`config.mk`:
```
export PLATFORM = sky130hd
export DESIGN_NAME = updown_counter
export DESIGN_NICKNAME = d
export VERILOG_FILES = /design/src/rtl/updown_counter_pkg.sv /design/src/rtl/updown_strobe_sync.sv /design/src/rtl/updown_count_core.sv /design/src/rtl/updown_tc_decode.sv /design/src/rtl/updown_counter.sv
export SDC_FILE = /design/constraint.sdc
export NUM_CORES = 1
export LEC_CHECK = 0
export BUFFER_PORTS_ARGS = -buffer_cell sky130_fd_sc_hd__buf_4
export CORE_UTILIZATION = 40
export DETAILED_ROUTE_END_ITERATION = 7
export SYNTH_ARGS = -nofsm -noshare
export SYNTH_HDL_FRONTEND = slang
export SYNTH_SLANG_ARGS = --single-unit
```
`constraint.sdc`:
```
create_clock -name clk -period 1.7 [get_ports clk]
set_input_delay 0.17 -clock clk [delete_from_list [all_inputs] [get_ports clk]]
set_output_delay 0.17 -clock clk [all_outputs]
set_load 0.005 [all_outputs]
```
`src/rtl/updown_counter_pkg.sv`:
```
package updown_counter_pkg;

  typedef enum logic [1:0] {
    STEP_HOLD = 2'b00,
    STEP_UP   = 2'b01,
    STEP_DOWN = 2'b10
  } step_e;

endpackage

```
`src/rtl/updown_strobe_sync.sv`:
```
module updown_strobe_sync #(
  parameter int STAGES = 2
) (
  input  logic clk,
  input  logic rst,
  input  logic strobe_i,
  output logic level_o,
  output logic held_o,
  output logic rise_o
);

  localparam int LAST = STAGES - 1;

  logic [STAGES-1:0] sync_q;
  logic              held_q;

  generate
    if (STAGES == 1) begin : g_single
      always_ff @(posedge clk) begin
        if (rst) sync_q <= '1;
        else     sync_q <= strobe_i;
      end
    end else begin : g_chain
      always_ff @(posedge clk) begin
        if (rst) sync_q <= '1;
        else     sync_q <= {sync_q[LAST-1:0], strobe_i};
      end
    end
  endgenerate

  // The edge register follows the synchronized level at all times, including
  // during clear/load, so a low level held across them leaves a later rise
  // visible.
  always_ff @(posedge clk) begin
    if (rst) held_q <= 1'b1;
    else     held_q <= sync_q[LAST];
  end

  assign level_o = sync_q[LAST];
  assign held_o  = held_q;
  assign rise_o  = sync_q[LAST] & ~held_q;

endmodule

```
`src/rtl/updown_count_core.sv`:
```
module updown_count_core
  import updown_counter_pkg::*;
#(
  parameter int WIDTH  = 4,
  parameter bit DECADE = 1'b1
) (
  input  logic             clk,
  input  logic             rst,
  input  logic             clear_i,
  input  logic             load_n_i,
  input  logic [WIDTH-1:0] preset_i,
  input  step_e            step_i,
  output logic [WIDTH-1:0] count_o
);

  localparam logic [WIDTH-1:0] TOP_VAL = DECADE ? WIDTH'(9) : {WIDTH{1'b1}};
  localparam logic [WIDTH-1:0] ZERO    = '0;

  logic [WIDTH-1:0] count_q;
  logic [WIDTH-1:0] inc_val;
  logic [WIDTH-1:0] dec_val;

  generate
    if (DECADE) begin : g_decade
      always_comb begin
        inc_val = (count_q >= TOP_VAL) ? ZERO : count_q + 1'b1;
        dec_val = ((count_q == ZERO) || (count_q > TOP_VAL)) ? TOP_VAL
                                                             : count_q - 1'b1;
      end
    end else begin : g_binary
      always_comb begin
        inc_val = count_q + 1'b1;
        dec_val = count_q - 1'b1;
      end
    end
  endgenerate

  always_ff @(posedge clk) begin
    if (rst || clear_i) begin
      count_q <= ZERO;
    end else if (!load_n_i) begin
      count_q <= preset_i;
    end else begin
      unique case (step_i)
        STEP_UP:   count_q <= inc_val;
        STEP_DOWN: count_q <= dec_val;
        default:   count_q <= count_q;
      endcase
    end
  end

  assign count_o = count_q;

endmodule

```
`src/rtl/updown_tc_decode.sv`:
```
module updown_tc_decode #(
  parameter int WIDTH  = 4,
  parameter bit DECADE = 1'b1
) (
  input  logic [WIDTH-1:0] count_i,
  input  logic             up_held_i,
  input  logic             dn_held_i,
  output logic             carry_n_o,
  output logic             borrow_n_o
);

  logic at_top;

  generate
    if (DECADE) begin : g_decade
      // Sparse decode: lowest and highest bit only.
      assign at_top = count_i[0] & count_i[WIDTH-1];
    end else begin : g_binary
      assign at_top = &count_i;
    end
  endgenerate

  assign carry_n_o  = ~(at_top & ~up_held_i);
  assign borrow_n_o = ~((count_i == '0) & ~dn_held_i);

endmodule

```
`src/rtl/updown_counter.sv`:
```
module updown_counter
  import updown_counter_pkg::*;
#(
  parameter int WIDTH       = 4,
  parameter bit DECADE      = 1'b1,
  parameter int SYNC_STAGES = 2
) (
  input  logic             clk,
  input  logic             rst,
  input  logic             up_clk_i,
  input  logic             dn_clk_i,
  input  logic             clear_i,
  input  logic             load_n_i,
  input  logic [WIDTH-1:0] preset_i,
  output logic [WIDTH-1:0] count_o,
  output logic             carry_n_o,
  output logic             borrow_n_o
);

  logic  up_lvl, up_held, up_rise;
  logic  dn_lvl, dn_held, dn_rise;
  logic  up_ev, dn_ev;
  step_e step;

  updown_strobe_sync #(.STAGES(SYNC_STAGES)) up_sync_i (
    .clk      (clk),
    .rst      (rst),
    .strobe_i (up_clk_i),
    .level_o  (up_lvl),
    .held_o   (up_held),
    .rise_o   (up_rise)
  );

  updown_strobe_sync #(.STAGES(SYNC_STAGES)) dn_sync_i (
    .clk      (clk),
    .rst      (rst),
    .strobe_i (dn_clk_i),
    .level_o  (dn_lvl),
    .held_o   (dn_held),
    .rise_o   (dn_rise)
  );

  // An edge counts only while the opposite strobe sits high.
  assign up_ev = up_rise & dn_lvl;
  assign dn_ev = dn_rise & up_lvl;

  always_comb begin
    if (up_ev && !dn_ev)      step = STEP_UP;
    else if (dn_ev && !up_ev) step = STEP_DOWN;
    else                      step = STEP_HOLD;
  end

  updown_count_core #(.WIDTH(WIDTH), .DECADE(DECADE)) core_i (
    .clk      (clk),
    .rst      (rst),
    .clear_i  (clear_i),
    .load_n_i (load_n_i),
    .preset_i (preset_i),
    .step_i   (step),
    .count_o  (count_o)
  );

  updown_tc_decode #(.WIDTH(WIDTH), .DECADE(DECADE)) tc_i (
    .count_i    (count_o),
    .up_held_i  (up_held),
    .dn_held_i  (dn_held),
    .carry_n_o  (carry_n_o),
    .borrow_n_o (borrow_n_o)
  );

endmodule

```
==> flow_summary.ini, run 1 <==
[pwr]
pwr-share-comb_pct = 16.7
clkPwrFrac_pct = 38.0
internal_power_w = 0.0004250
peakVddDrop_mv = 0.3732
p_per_area_nw_per_um2 = 719.0
p_sw_w = 0.0001382
seqPwrFrac_pct = 45.3
power.static_leakage_nw = 0.3209
swShare_pct = 24.54

[place]
portBuffers = 15
dp_hpwl_um = 992.8
placed_area_um2 = 742.0
routabilityCongestion = 0.7540

[logic_synthesis]
syn-num-nets = 82
ys_warn_count = 0
synth_largest_area_cell = dfxtp_1
yosysTopAreaCellShare_pct = 34.26
syn_area_per_cell_um2 = 8.468
netlist_area_um2 = 584.3
syn-instance-count = 69
seq_area_frac_synth_pct = 34.26
ys_types = 27
ys_ff_latch = 10
synth_area_leaders = dfxtp_1 34%, ha_1 6.4%, or2_2 6.4%

[floorplanning]
die_area_um2 = 1618
die_y_um = 40.22
io_pins = 16
rows = 13
coreArea_um2 = 1334
die_x_um = 40.22
start_util_pct = 43.81

[worst_setup_path]
crit_start = core_i.count_o[2]
cp.arrival_ps = 1770
cp-end-kind = register
crit_end = core_i.count_o[3]
r2r_cells = 5
path_max_fanout = 8
crit-reg2reg-launch = core_i.count_o[2]
r2r_end = core_i.count_o[3]
rrSetupSlack_ps = 120
cp.required_ps = 1900
cp-start-kind = register
worstSetupPathType = reg -> reg

[drt]
finalWirelength_mm = 1.292
vias = 580
wire_per_inst_um = 12.19
route.detailed.drc = 0
routed_via_density = 5.472
antenna_left = 0
drtPass1Iterations = 4
drt_iter0_markers = 16

[timing]
fin_worst_skew_ps = 6.543
fin_crit_sh_pct = 92.67
rsz0062_at_grt = false
setup_viol = 0
worst_slew_pin_slew_ps = 431.1
maxSlewViolCount = 0
fin_setup_tns_ps = 0
hold_slack_ps = 83.00
min_period_ps = 1575
max_clock_freq_mhz = 634.8
report.final.hold_viol_count = 0
maxSlewHeadroom_pct = 71.22

[global_route]
track_usage_pct = 19.20
grt.overflow.total = 0
antenna_found_initial = 0
grt_first_pass_wirelength_mm = 2.001
grt_max_degree = 15
grt_pass1_vias = 455

[finish]
fillers = 137
fin_area_um2 = 783.3
diodes = 0
area_growth_pct = 34.05
mostFrequentLayoutCell = buf_4
drive_above_1_share_pct = 36.26
finalNetCount = 105
layout_common_cells = 19 x buf_4, 10 x dfxtp_1, 6 x a21oi_1, 6 x or2_2

[clocking]
cts_tree = done
clkSlewWorstSetupHoldPaths_ps = 70
cts.sinks = 10
insertion_delay_ps = 260
clockBufferDepth = 2
cts_max_level = 1
cts_inserted_buffers = 3
holdBufCountCts = 0
clock-root-buffer = clkbuf_4

[min_path]
min_path_type = in -> reg

[flow_run]
drv_cap = 0

[outcome]
status = complete, no violations
-- power by group through the flow --
stage | clock (W) | sequential (W) | combinational [W]
finish | 0.000214 | 0.000255 | 0.0000939
CTS | 0.000223 | 0.000255 | 0.0000926
global placement | 0 | 0.000261 | 0.0000918
floorplan | 0 | 0.000259 | 0.0000497
detailed placement | 0 | 0.000260 | 0.0000921
global route | 0.000238 | 0.000257 | 0.000105
-- kinds of logic (layout without fill, tap and decap cells) --
kind of cell    after synthesis  count (layout)  synth area share [%]
compound gates               24              24                 26.12
simple gates                 24              24                 27.20
flops                        10              10                 34.26
buf+inv                       7              29                 4.496
xor+xnor                      1               1                 1.499
fa+ha+maj                     3               3                 6.425
-- critical path, cell delays in order, from the launching register on --
cell and delay, ps:
dfxtp_1 480, inv_2 110, or4_1 520, a31oi_1 170, o21ai_1 90, a31oi_1 150
-- sequential cells by signal (all words and copies together), names as in the netlist --
signal	cells
core_i.count_o	4
dn_sync_i.sync_q	2
up_sync_i.sync_q	2
dn_sync_i.held_o	1
up_sync_i.held_o	1
-- how the worst min path moves through the flow --
| stage | startpoint | endpoint | slack (ps) | cells after the start |
|---|---|---|---|---|
| detailed placement | up_clk_i | up_sync_i.sync_q[0] | 360 | 2 |
| global route | up_clk_i | up_sync_i.sync_q[0] | 70 | 2 |
| finish | up_clk_i | up_sync_i.sync_q[0] | 80 | 2 |
| floorplan | load_n_i | core_i.count_o[3] | 270 | 1 |
| global placement | up_clk_i | up_sync_i.sync_q[0] | 350 | 2 |
| CTS | up_clk_i | up_sync_i.sync_q[0] | 80 | 2 |
-- cell usage after synthesis --
cell type and number:
dfxtp_1 10, a21oi_1 6, or2_2 6, a31oi_1 5, inv_1 5, nor2_1 4, o21ai_0 4, ha_1 3
nand2b_1 3, o31ai_1 3, a32o_1 2, nand2_1 2, nand4_1 2, a2111oi_0 1, a21o_1 1, clkbuf_1 1
inv_2 1, nand3_1 1, nand3_2 1, nand3b_1 1, nand4b_4 1, nor2b_1 1, nor3b_1 1, o21ai_1 1
o21bai_1 1, or4_1 1, xor2_1 1
-- area by class of cell --
class                           instances  area, um^2  share of cell area (%)
Inverter                                6       22.52                   2.875
Clock buffer                            4       36.28                   4.633
Sequential cell                        10       200.2                   25.56
Multi-Input combinational cell         52       362.8                   46.33
Timing Repair Buffer                   19       142.6                   18.21
Tap cell                               15       18.77                   2.396
-- per-layer routing --
metal | vias to the layer above | part of all wire [%] | GRT usage [%]
li1 | 299 | - | -
met5 | - | 0 | 0
met1 | 256 | 49 | 26.17
met3 | 2 | 6.2 | 6.667
met4 | 0 | 0.39 | 5.000
met2 | 23 | 45 | 28.63
-- stage by stage --
step	setup slack (ps)	power, W	utilization (%)	std cells
after floorplan	201.0	0.0003086	-	69
after global placement	137.8	0.0003524	55.63	102
after detailed placement	168.5	0.0003526	55.63	102
after CTS	64.50	0.0005703	58.35	106
after global routing	7.835	0.0005998	58.72	106
final	124.7	0.0005632	58.72	106
-- repair_timing --
item	CTS	global route
setup buffers	0	0
gates resized for setup	0	1
hold endpoints to repair	0	0
setup endpoints to repair	0	1
(Power assumes the default switching activity.)
==> run 2: changes to the inputs <==
==> constraint.sdc (replaced) <==
create_clock -name clk -period 1.6 [get_ports clk]
set_input_delay 0.16 -clock clk [delete_from_list [all_inputs] [get_ports clk]]
set_output_delay 0.16 -clock clk [all_outputs]
set_load 0.005 [all_outputs]
==> flow_summary.ini, run 2 (synthesis results as in run 1) <==
[outcome]
status = complete, no violations

[clocking]
holdBufCountCts = 0
insertion_delay_ps = 270
clkSlewWorstSetupHoldPaths_ps = 80
cts_tree = done
cts_inserted_buffers = 3
clock-root-buffer = clkbuf_4
clockBufferDepth = 2
cts.sinks = 10
cts_max_level = 1

[worst_setup_path]
r2r_cells = 5
slowest_delay_ps = 340
worst-path-stages = 5
cp.arrival_ps = 1320
cp-start-kind = register
crit-reg2reg-launch = core_i.count_o[2]
r2r_end = core_i.count_o[3]
critical_path_buf_inv_count = 2
rrSetupSlack_ps = 150
cp.required_ps = 1440
crit_end = borrow_n_o
path_max_fanout = 5
cp_slowest_cell = dfxtp_2
crit_start = core_i.count_o[0]
path_delay_family = flip-flops
cp-end-kind = primary output
worstSetupPathType = reg -> out
path_cells = inv_1 > ha_2 > nor3b_2 > nand2b_1 > buf_4

[drt]
route.detailed.drc = 0
antenna_left = 0
finalWirelength_mm = 1.313
drtPass1Iterations = 4
drt_iter0_markers = 25
vias = 578
routed_via_density = 5.453
wire_per_inst_um = 12.39

[global_route]
grt.overflow.total = 0
antenna_found_initial = 0
grt_pass1_vias = 387
grt_max_degree = 14
grt_first_pass_wirelength_mm = 1.759
track_usage_pct = 16.82

[finish]
diodes = 0
largest_register_ff_count = 4
area_growth_pct = 35.97
layout_common_cells = 19 x buf_4, 8 x dfxtp_1, 6 x a21oi_1, 6 x or2_2, 5 x a31oi_1
drive_above_1_share_pct = 41.76
final_util_pct = 59.57
finalNetCount = 105
mostFrequentLayoutCell = buf_4
fillers = 132

[floorplanning]
die_y_um = 40.22
coreArea_um2 = 1334
io_pins = 16
die_area_um2 = 1618
rows = 13
start_util_pct = 43.81
die_x_um = 40.22

[timing]
setup_ws_ps = 120.6
min_period_ps = 1479
setup_viol = 0
maxSlewHeadroom_pct = 79.28
maxSlewViolCount = 0
fin_crit_sh_pct = 92.46
worst_slew_pin_slew_ps = 310.0
hold_slack_ps = 76.84
max_clock_freq_mhz = 675.9
fin_setup_tns_ps = 0
rsz0062_at_grt = false
fin_worst_skew_ps = 6.936
report.final.hold_viol_count = 0

[place]
portBuffers = 15
routabilityCongestion = 0.7398
dp_hpwl_um = 979.4
pre_cts_slack_ps = 58.85

[flow_run]
drv_cap = 0

[pwr]
power.static_leakage_nw = 0.3224
p_per_area_nw_per_um2 = 764.5
peakVddDrop_mv = 0.5158

[min_path]
min_path_type = in -> reg
-- run 2: worst reg2reg max path, stage by stage, from the launching register on --
cell and delay [ps]:
dfxtp_1 340, inv_2 70, or4_1 520, a31oi_1 200, o21ai_1 100, a31oi_1 150
-- run 2: timing repair --
item                                    in CTS  in global routing
setup buffers                                0                  0
endpoints found under the setup margin       1                  4
gates resized for setup                      1                  6
-- run 2: routing by layer --
| metal | vias to the layer above | share of wire [%] | track usage, % |
|---|---|---|---|
| met3 | 2 | 5.7 | 1.667 |
| met4 | 0 | 0.91 | 12.50 |
| met1 | 248 | 50 | 23.31 |
| met2 | 24 | 43 | 23.79 |
| li1 | 304 | - | - |
| met5 | - | 0 | 0 |
-- run 2: where the power goes --
part | total, W | switching, W | internal (W)
Combinational | 0.000106 | 0.0000499 | 0.0000557
Sequential | 0.000269 | 0.00000869 | 0.000260
Clock | 0.000233 | 0.0000952 | 0.000138
Total | 0.000607 | 0.000154 | 0.000454
-- run 2: per-stage QoR --
stage	power, W	area (um^2)	cells
2_1_floorplan	0.0003279	584.3	69
3_3_place_gp	0.0003741	742.0	102
3_5_place_dp	0.0003738	742.0	102
4_1_cts	0.0006049	783.3	106
5_1_grt	0.0006331	794.5	106
6_report	0.0006074	794.5	106
-- run 2: layout make-up --
type	count	area (um^2)	area share, %
multi-input cells	52	371.6	46.77
inverters	6	22.52	2.835
repair buffers	19	142.6	17.95
flip-flops and latches	10	202.7	25.51
well taps	15	18.77	2.362
clock buffers	4	36.28	4.567
-- run 2: how the worst min path moves through the flow --
stage | from | end | cells past startpoint
final | up_clk_i | up_sync_i.sync_q[0] | 2
after global routing | up_clk_i | up_sync_i.sync_q[0] | 2
after CTS | up_clk_i | up_sync_i.sync_q[0] | 2
after detailed placement | up_clk_i | up_sync_i.sync_q[0] | 2
after global placement | up_clk_i | up_sync_i.sync_q[0] | 2
after floorplan | load_n_i | core_i.count_o[3] | 1
